## config.mk

```make
export PLATFORM = sky130hd
export DESIGN_NAME = sigch_inbuf
export DESIGN_NICKNAME = d
export VERILOG_FILES = /design/src/rtl/sigch_pkg.sv /design/src/rtl/sigch_sync.sv /design/src/rtl/sigch_edge.sv /design/src/rtl/sigch_lane.sv /design/src/rtl/sigch_inbuf.sv
export SDC_FILE = /design/constraint.sdc
export NUM_CORES = 1
export LEC_CHECK = 0
export ABC_AREA = 1
export ABC_CLOCK_PERIOD_IN_PS = 1800
export CAP_MARGIN = 10
export CORE_AREA = 2 2 39 41
export CTS_BUF_LIST = sky130_fd_sc_hd__clkbuf_8
export CTS_CLUSTER_SIZE = 30
export DETAILED_ROUTE_END_ITERATION = 7
export DIE_AREA = 0 0 41 43
export PLACE_DENSITY = 0.79
export SYNTH_ARGS = -nofsm -noshare
export SYNTH_HDL_FRONTEND = slang
export SYNTH_SLANG_ARGS = --single-unit
```

## constraint.sdc

```tcl
create_clock -name clk -period 1.8 [get_ports clk]
set_clock_uncertainty 0.05 [all_clocks]
set_input_delay 0.36 -clock clk [delete_from_list [all_inputs] [get_ports clk]]
set_output_delay 0.36 -clock clk [all_outputs]
set_load 0.01 [all_outputs]
```

## src/rtl/sigch_pkg.sv

```systemverilog
package sigch_pkg;
  // Default geometry: two signaling channels, two bits each per frame.
  localparam int unsigned SIG_CH   = 2;
  localparam int unsigned SIG_BITS = 2;
  localparam int unsigned SIG_SYNC = 2;

  // Fixed positions inside the synchroniser vector.
  localparam int unsigned PIN_FSYNC = 0;
  localparam int unsigned PIN_DCLK  = 1;
  localparam int unsigned PIN_DATA0 = 2;
endpackage

```

## src/rtl/sigch_sync.sv

```systemverilog
module sigch_sync #(
  parameter int WIDTH  = 4,
  parameter int STAGES = 2
) (
  input  logic             clk,
  input  logic             rst_n,
  input  logic [WIDTH-1:0] async_in,
  output logic [WIDTH-1:0] sync_out
);
  logic [WIDTH-1:0] stg_q [STAGES];

  always_ff @(posedge clk) begin
    if (!rst_n) begin
      for (int i = 0; i < STAGES; i++) stg_q[i] <= '0;
    end else begin
      stg_q[0] <= async_in;
      for (int i = 1; i < STAGES; i++) stg_q[i] <= stg_q[i-1];
    end
  end

  assign sync_out = stg_q[STAGES-1];
endmodule

```

## src/rtl/sigch_edge.sv

```systemverilog
module sigch_edge #(
  parameter bit RISE = 1'b1
) (
  input  logic clk,
  input  logic rst_n,
  input  logic lvl,
  output logic pulse
);
  logic prev_q;

  always_ff @(posedge clk) begin
    if (!rst_n) prev_q <= 1'b0;
    else        prev_q <= lvl;
  end

  generate
    if (RISE) begin : g_rise
      assign pulse = lvl & ~prev_q;
    end else begin : g_fall
      assign pulse = ~lvl & prev_q;
    end
  endgenerate


  single_pulse_chk: assert property (@(posedge clk) disable iff (!rst_n)
    pulse |=> !pulse);
endmodule

```

## src/rtl/sigch_lane.sv

```systemverilog
module sigch_lane #(
  parameter int BITS = 2
) (
  input  logic            clk,
  input  logic            rst_n,
  input  logic            shift_en,
  input  logic            din,
  output logic [BITS-1:0] bits
);
  logic [BITS-1:0] sr_q;

  // Oldest bit sits at the MSB, newest at the LSB.
  always_ff @(posedge clk) begin
    if (!rst_n)        sr_q <= '0;
    else if (shift_en) sr_q <= {sr_q[BITS-2:0], din};
  end

  assign bits = sr_q;


  newest_bit_chk: assert property (@(posedge clk) disable iff (!rst_n)
    shift_en |=> sr_q[0] == $past(din));


  displace_chk: assert property (@(posedge clk) disable iff (!rst_n)
    shift_en |=> sr_q[BITS-1:1] == $past(sr_q[BITS-2:0]));


  hold_chk: assert property (@(posedge clk) disable iff (!rst_n)
    !shift_en |=> $stable(sr_q));
endmodule

```

## src/rtl/sigch_inbuf.sv

```systemverilog
module sigch_inbuf
  import sigch_pkg::*;
#(
  parameter int NUM_CH      = SIG_CH,
  parameter int BITS_PER_CH = SIG_BITS,
  parameter int SYNC_STAGES = SIG_SYNC
) (
  input  logic                          clk,
  input  logic                          rst_n,
  input  logic                          fsync_in,
  input  logic                          dclk_in,
  input  logic [NUM_CH-1:0]             sdata_in,
  output logic [NUM_CH*BITS_PER_CH-1:0] word_data,
  output logic                          word_valid
);
  localparam int PW = NUM_CH + 2;
  localparam int WW = NUM_CH * BITS_PER_CH;

  logic [PW-1:0] pins_raw, pins_s;
  logic          frame_rise, bit_fall;
  logic [WW-1:0] buf_word;
  logic [WW-1:0] word_q;
  logic          valid_q;

  assign pins_raw = {sdata_in, dclk_in, fsync_in};

  sigch_sync #(.WIDTH(PW), .STAGES(SYNC_STAGES)) u_sync (
    .clk(clk), .rst_n(rst_n), .async_in(pins_raw), .sync_out(pins_s));

  sigch_edge #(.RISE(1'b1)) u_fs_edge (
    .clk(clk), .rst_n(rst_n), .lvl(pins_s[PIN_FSYNC]), .pulse(frame_rise));

  sigch_edge #(.RISE(1'b0)) u_dc_edge (
    .clk(clk), .rst_n(rst_n), .lvl(pins_s[PIN_DCLK]), .pulse(bit_fall));

  generate
    for (genvar ch = 0; ch < NUM_CH; ch++) begin : g_lane
      logic [BITS_PER_CH-1:0] lane_bits;
      sigch_lane #(.BITS(BITS_PER_CH)) u_lane (
        .clk(clk), .rst_n(rst_n), .shift_en(bit_fall),
        .din(pins_s[PIN_DATA0 + ch]), .bits(lane_bits));
      // Channel 1 lands in the top bits of the word.
      assign buf_word[(NUM_CH-1-ch)*BITS_PER_CH +: BITS_PER_CH] = lane_bits;
    end
  endgenerate

  // The transfer reads the buffer before any shift of the same cycle.
  always_ff @(posedge clk) begin
    if (!rst_n) begin
      word_q  <= '0;
      valid_q <= 1'b0;
    end else begin
      valid_q <= frame_rise;
      if (frame_rise) word_q <= buf_word;
    end
  end

  assign word_data  = word_q;
  assign word_valid = valid_q;


  word_src_chk: assert property (@(posedge clk) disable iff (!rst_n)
    word_valid |-> word_data == $past(buf_word));


  word_hold_chk: assert property (@(posedge clk) disable iff (!rst_n)
    !word_valid |-> $stable(word_data));


  strobe_width_chk: assert property (@(posedge clk) disable iff (!rst_n)
    word_valid |=> !word_valid);


  collide_chk: assert property (@(posedge clk) disable iff (!rst_n)
    (frame_rise && bit_fall) |=> word_data == $past(buf_word));
endmodule

```

==> results.py <==
metrics = {
    "placement": {
        "dpl_worst_slack_ns": 0.367,
        "dp.cells": 111,
        "routabilityCongestion": 0.755,
        "dp.final_hpwl_um": 700,
        "portBuffers": 10,
    },
    "pwr": {
        "peakVddDrop_mv": 0.515,
        "p_per_area_nw_per_um2": 965,
        "power_leakage_nw": 0.405,
    },
    "timing": {
        "period_share_pct": 84.2,
        "final-setup-viol-count": 0,
        "min_period_ns": 1.52,
        "setup_slack_ns": 0.284,
        "hold_viol": 0,
        "drv_slew": 0,
        "worstMarginPinSlew_ns": 0.225,
        "rsz0062_at_grt": "no",
        "max_freq_mhz": 659,
        "maxSlewHeadroom_pct": 85.0,
        "finalSetupTns_ns": 0,
    },
    "final_layout": {
        "final_cells": 115,
        "drive_above_1_share_pct": 8.08,
        "fillerInstances": 136,
        "syn_to_final_growth_pct": 23.9,
        "diodes": 0,
        "mostFrequentLayoutCells": "inv_1, dfxtp_1, nand2_1",
        "num-nets-final": 106,
    },
    "global_route": {
        "grt_pass1_vias": 394,
        "grt_max_degree": 13,
        "grt_overflow": 0,
        "grt_pass1_wl_um": 1440,
        "track_usage_pct": 12.6,
        "antenna_found_initial": 0,
    },
    "routing": {
        "wirelength_um": 913,
        "vias": 480,
        "drtIter0Drc": 4,
        "antenna_left": 0,
        "vias_per_cell": 4.17,
        "drt_pre_antenna_iters": 3,
        "post-route-drc-count": 0,
        "wl_per_cell_um": 7.94,
    },
    "clock_network": {
        "cts.path.max_buffers": 2,
        "post_cts_resized": 0,
        "cts.sinks": 19,
        "post_cts_buffers": 0,
        "clkLatencyLatePin_ns": 0.25,
        "h-tree-depth": 1,
        "clockRootBuffer": "clkbuf_8",
        "cts_tree": "yes",
        "cts_buffers": 3,
        "hold_buffers": 0,
        "cts.clk_slew.worst_paths_ns": 0.07,
    },
    "floorplanning": {
        "num_rows": 14,
        "io_pins": 11,
        "die-area_um2": 1760,
        "die_x_um": 41,
        "start_util_pct": 47.6,
        "die-height_um": 43,
        "core_area_um2": 1380,
    },
    "critical_path": {
        "r2r_end": "g_lane[1].u_lane.bits[0]",
        "r2r_slack_ns": 0.93,
        "crit_chain": "clkdlybuf4s50_1",
        "critical_path_class": "flop to output pin",
        "regToRegStartpoint": "u_dc_edge.prev_q",
        "critPathBufInv": 1,
        "cp.required_ns": 1.39,
        "critPathMaxFanout": 2,
        "end_kind": "output pin",
        "worstPathArrival_ns": 1.11,
        "slowest_delay_ns": 0.53,
        "r2r_cells": 4,
        "critPathTopFamily": "buffers and inverters",
        "start_kind": "flop",
        "cp_slowest_cell": "clkdlybuf4s50_1",
    },
    "synth": {
        "yosysSeqAreaShare_pct": 57.7,
        "synth_area_um2": 659,
        "ys_ff_latch": 19,
        "synthCells": 86,
        "avgSynthCellArea_um2": 7.67,
        "yosys_warnings": 0,
        "syn-num-nets": 92,
        "synth_cell_types": 9,
    },
    "hold_path": {
        "hp-start": "u_sync.stg_q[0][0]",
        "min_path_cells": 2,
        "hold_end": "u_sync.stg_q[0][4]",
        "hold_class": "flop to flop",
    },
    "status": {
        "outcome": "finished, final reports clean",
    },
    "flow_run": {
        "maxCapViolations": 0,
    },
}
==> layer usage <==
layer	share of wire [%]	GRT usage, %	wire length [µm]
met2	50	20.3	458
met4	0.44	10.0	4
met5	0	0	0
met1	45	11.7	411
met3	4.3	4.71	39
==> metrics by stage <==
stage | power, mW | instance area, µm² | util (%) | hold slack, ns
floorplan | 0.492 | 659 | - | 0.340
global placement | 0.515 | 772 | 55.8 | 0.348
detailed placement | 0.517 | 772 | 55.8 | 0.349
CTS | 0.798 | 817 | 59.0 | 0.365
global route | 0.823 | 817 | 59.0 | 0.384
finish | 0.788 | 817 | 59.0 | 0.364
==> synthesized netlist by cell type <==
library cell,count,area [µm²]
nand3_1,8,40.0
inv_2,2,7.51
nand2_1,18,67.6
buf_4,2,15.0
dfxtp_1,19,380
inv_1,18,67.6
nor2_2,1,6.26
nor2_4,1,11.3
nor2_1,17,63.8
==> report_power, final <==
part	internal [mW]	total [mW]	leakage, nW	switching [mW]
combinational	0.0322	0.0601	0.222	0.0280
sequential	0.438	0.447	0.156	0.00877
clock	0.151	0.282	0.0269	0.130
==> worst min-delay path, stage by stage, from the launching register on <==
cell     delay (ns)
dfxtp_1        0.31
nand2_1        0.04
inv_1          0.04
==> final cells by class <==
type	instances	area (µm²)	share of cell area, %
clock buffers	3	41.3	5.05
clock inverters	1	3.75	0.459
inverters	20	75.1	9.19
multi-input cells	45	189	23.1
flip-flops and latches	19	380	46.6
well taps	16	20.0	2.45
repair buffers	11	108	13.2
==> worst max-delay path by stage <==
stage	from	endpoint	slack, ns	cells past startpoint
final	word_data[3]	word_data[3]	0.28	1
after global routing	word_data[2]	word_data[2]	0.22	1
after CTS	word_data[2]	word_data[2]	0.27	1
after detailed placement	rst_n	g_lane[1].u_lane.bits[0]	0.37	4
after global placement	rst_n	g_lane[1].u_lane.bits[0]	0.41	4
after floorplan	rst_n	g_lane[0].u_lane.bits[1]	0.90	4
==> flip-flops by register name, indices dropped and copies added (netlist names) <==
signal / count
word_data: 4
word_valid: 1
u_dc_edge.prev_q: 1
u_fs_edge.prev_q: 1
g_lane.u_lane.bits: 4
u_sync.stg_q: 8
==> cell families after synthesis <==
group / Yosys count / synth area share [%]
flip-flops: 19 / 57.7
AND/OR/NAND/NOR: 45 / 28.7
buffers and inverters: 22 / 13.7
No activity file was read; power rests on OpenSTA's default activity.
